[src/rtl/wdog_steer.sv]
module wdog_steer #(
  parameter int RST_HOLD = 16
) (
  input  logic       clk,
  input  logic       rst_n,
  input  logic       tick,
  input  logic       cfg_we,
  input  logic [7:0] cfg_wdata,
  input  logic       flags_rd,
  output logic [7:0] cfg_q,
  output logic       expired,
  output logic       irq,
  output logic       reset_req,
  output logic       century_clr
);
  localparam int MULT_W = 5;
  localparam int RES_W  = 2;
  localparam int CNT_W  = MULT_W + 2 * ((1 << RES_W) - 1);
  localparam int HOLD_W = $clog2(RST_HOLD + 1);

  logic [CNT_W-1:0]  remain;
  logic [HOLD_W-1:0] hold_cnt;

  function automatic logic [CNT_W-1:0] span(input logic [7:0] v);
    logic [CNT_W-1:0] m;
    m = CNT_W'(v[RES_W +: MULT_W]);
    return m << (2 * v[RES_W-1:0]);
  endfunction

  wire last_tick = tick && (remain == CNT_W'(1));

  assign reset_req = (hold_cnt != '0);

  always_ff @(posedge clk) begin
    if (!rst_n) begin
      cfg_q       <= '0;
      remain      <= '0;
      hold_cnt    <= '0;
      expired     <= 1'b0;
      irq         <= 1'b0;
      century_clr <= 1'b0;
    end else begin
      irq         <= 1'b0;
      century_clr <= 1'b0;
      if (hold_cnt != '0) hold_cnt <= hold_cnt - 1'b1;
      if (cfg_we) begin
        cfg_q   <= cfg_wdata;
        remain  <= span(cfg_wdata);
        expired <= 1'b0;
      end else if (flags_rd) begin
        remain  <= span(cfg_q);
        expired <= 1'b0;
      end else if (tick && remain != '0) begin
        remain <= remain - 1'b1;
        if (last_tick) begin
          expired <= 1'b1;
          if (cfg_q[7]) begin
            cfg_q       <= '0;
            hold_cnt    <= HOLD_W'(RST_HOLD);
            century_clr <= 1'b1;
          end else begin
            irq <= 1'b1;
          end
        end
      end
    end
  end
endmodule


[config.mk]
export PLATFORM = sky130hd
export DESIGN_NAME = wdog_steer
export DESIGN_NICKNAME = d
export VERILOG_FILES = /design/src/rtl/wdog_steer.sv
export SDC_FILE = /design/constraint.sdc
export NUM_CORES = 1
export LEC_CHECK = 0
export BUFFER_PORTS_ARGS = -buffer_cell sky130_fd_sc_hd__buf_2
export CAP_MARGIN = 10
export CELL_PAD_IN_SITES_DETAIL_PLACEMENT = 1
export CELL_PAD_IN_SITES_GLOBAL_PLACEMENT = 2
export CORE_ASPECT_RATIO = 1.75
export CORE_UTILIZATION = 30
export CTS_CLUSTER_DIAMETER = 80
export CTS_CLUSTER_SIZE = 10
export DETAILED_ROUTE_END_ITERATION = 16
export PLACE_DENSITY_LB_ADDON = 0.1
export SKIP_CTS_REPAIR_TIMING = 1
export SYNTH_ARGS = -nofsm -noshare
export SYNTH_HDL_FRONTEND = slang
export SYNTH_SLANG_ARGS = --single-unit
[constraint.sdc]
create_clock -name clk -period 1.8 [get_ports clk]
set_input_delay 0.27 -clock clk [delete_from_list [all_inputs] [get_ports clk]]
set_output_delay 0.27 -clock clk [all_outputs]
set_load 0.05 [all_outputs]
==> results.cfg <==
[layout]
layout_commonest_cell = buf_4
drive_above_1_share_pct = 32.1
stdcell_count = 288
final_cell_mix = buf_4, buf_2, dfxtp_1
syn_to_final_growth_pct = 28.8
antenna_cells = 0
fin_nets = 251
finish.instance_area_mm2 = 0.00205

[global_route]
grt_pass1_wl_um = 9360
grt_pass1_vias = 1809
grt-ovfl-total = 0
grtUsageTotal_pct = 21.8
grt_max_degree = 18
antenna_found_initial = 0

[drt]
wl_met3_um = 172
ant_nets = 0
wl_met2_um = 3450
met1_length_um = 2070
drc = 5
viasPerCell = 6.07
top_layer = met4
firstDrtPassIters = 10
wl_per_cell_um = 20.1
drt-total-wl_um = 5800
route.vias.total = 1747
first_iter_violations = 59

[setup_path]
worstPathRequired_ps = 2040
critPathLaunchType = flip-flop
reg2reg_slack_ps = -20
cp-startpoint = remain[0]$_SDFFE_PN0P_
rr_startpoint = remain[0]$_SDFFE_PN0P_
rr_worst_depth = 6
cp_max_fo = 8
rr_endpoint = remain[3]$_SDFFE_PN0P_
crit_path_end_kind = flip-flop
crit_arrival_ps = 2060
critPathKind = flip-flop to flip-flop

[timing]
tightest_slew_ps = 481
period_share_pct = 101
rsz0062_at_grt = yes
setup_violations = 2
slew-limit-headroom_pct = 67.5
fmax_ghz = 0.549
slew_viol_final = 0
finalHoldViolations = 0
finalWorstSetupSlack_ps = -20.2
skew_ps = 8.38
min_period_ps = 1820

[worst_hold_path]
min_from = cfg_wdata[7]
worstHoldPathType = input pin to flip-flop
whs_path_depth = 3
holdPathEnd = cfg_q[7]$_SDFFE_PN0P_

[synth]
synth_cells = 192
synth_flop_cell = dfxtp_1
yosysUniqueCellTypes = 53
synth-edff-count = 0
syn-num-nets = 208
synthArstFlopShare_pct = 0
yosysSeqAreaShare_pct = 34.0
synth_seq_cells = 27
synth_warnings = 0
syn-cell-area_mm2 = 0.00159
postSynthAreaPerCell_um2 = 8.29

[placed_design]
placedCellCount = 280
numPortBuffers = 24
routabilityCongestion = 0.867
placed_area_mm2 = 0.00189
hpwlAfterDp_um = 4590

[status]
violations = DRC, setup timing
status = complete, but fails checks

[die]
ios = 25
start_util_pct = 31.7
fp.dieW_um = 57.1
design.core.area_mm2 = 0.00502
rows = 34
dieHeight_um = 98.4
die-area_mm2 = 0.00561

[flow_run]
drv_cap = 0

[cts]
numCtsBuffers = 3
insertion_delay_ps = 290
clkTransAtPathRegs_ps = 110
ctsLongestPathBuffers = 2
htreeDepth = 1
clock_sinks = 27
cts_tree = built
root_buffer = clkbuf_8

[power]
irDropWorstVdd_mv = 0.374
leakagePower_nw = 0.811
powerDensity_mw_per_mm2 = 1010
## sequential cells by signal (all words and copies together), names as in the netlist
register / cells
irq: 1
cfg_q: 8
remain: 11
century_clr: 1
hold_cnt: 5
expired: 1
## cells in the mapped netlist, drive strengths merged, types with 2 or more instances
| cell type | n | area share, % |
|---|---|---|
| dfxtp | 27 | 34 |
| mux2 | 2 | 1.4 |
| nand2 | 14 | 3.5 |
| inv | 7 | 1.7 |
| nor3 | 10 | 3.5 |
| o32ai | 2 | 1.1 |
| ha | 3 | 2.4 |
| o21ai | 8 | 2.5 |
| nand2b | 5 | 2.0 |
| o22ai | 8 | 3.1 |
| nor4 | 5 | 2.0 |
| nor2 | 12 | 3.0 |
| nor2b | 4 | 1.6 |
| clkbuf | 8 | 1.9 |
| a22o | 7 | 3.9 |
| mux2i | 5 | 3.1 |
| nand3b | 2 | 0.94 |
| a311oi | 2 | 1.1 |
| o31ai | 4 | 2.8 |
| nor4b | 2 | 1.1 |
| a221oi | 2 | 1.1 |
| nor3b | 2 | 0.94 |
| or3b | 2 | 1.1 |
| a31oi | 6 | 2.4 |
| a21oi | 9 | 2.8 |
| a211oi | 3 | 1.4 |
| nand4 | 2 | 0.79 |
| o311ai | 2 | 1.1 |
| or3 | 2 | 0.79 |
| nand3 | 5 | 1.6 |
| or4 | 3 | 1.7 |
| buf | 3 | 0.86 |
| xnor2 | 2 | 1.1 |
## cell families (layout without fill, tap and decap cells)
kind of cell / after synthesis / in the layout / synth area share [%]
and+or+nand+nor: 73 / 73 / 25.6
AOI/OAI and AO/OA: 61 / 61 / 27.8
DFF: 27 / 27 / 34.0
buffers and inverters: 19 / 61 / 4.64
muxes: 7 / 7 / 4.56
adders and majority gates: 3 / 3 / 2.36
xor gates and xnor gates: 2 / 2 / 1.10
## worst max-delay path, stage by stage (launching register included)
cell and delay (ps):
dfxtp_2 340, inv_2 70, ha_4 150, or3b_4 400, o31a_1 420, a31oi_1 200
o221a_1 190
## power breakdown
part	switching [mW]	total [mW]	internal [mW]
Combinational	0.491	0.947	0.456
Sequential	0.0648	0.737	0.672
Clock	0.226	0.389	0.164
## cell type report
cell class | count | area (um2)
Clock buffer | 3 | 41.3
Clock inverter | 1 | 8.76
Fill cell | 619 | 2970
Inverter | 8 | 30.0
Multi-Input combinational cell | 146 | 1040
Sequential cell | 27 | 547
Tap cell | 54 | 67.6
Timing Repair Buffer | 49 | 318
## through the flow
stage	utilization (%)	setup TNS, ps	hold WS (ps)	setup WS [ps]	power, mW
after floorplan	-	0	385	4.19	1.22
after global placement	37.7	-624	470	-90.1	1.45
after detailed placement	37.7	-762	475	-93.1	1.48
after CTS	38.7	-1400	184	-146	1.87
after global routing	40.8	-883	183	-83.4	2.19
final	40.8	-24.9	179	-20.2	2.07
## layer usage
layer	GRT usage (%)	vias to the layer above
li1	-	825
met1	22.6	869
met2	43.9	44
met3	1.72	9
met4	7.13	0
met5	0	-
## worst max-delay path by stage
stage | endpoint | depth (start not counted)
after global placement | cfg_q[5]$_SDFFE_PN0P_ | 6
after global routing | remain[5]$_SDFFE_PN0P_ | 6
after floorplan | remain[3]$_SDFFE_PN0P_ | 7
final | remain[3]$_SDFFE_PN0P_ | 6
after CTS | reset_req | 5
after detailed placement | cfg_q[0]$_SDFFE_PN0P_ | 6
Note: power is estimated with default switching activity, not from simulation.
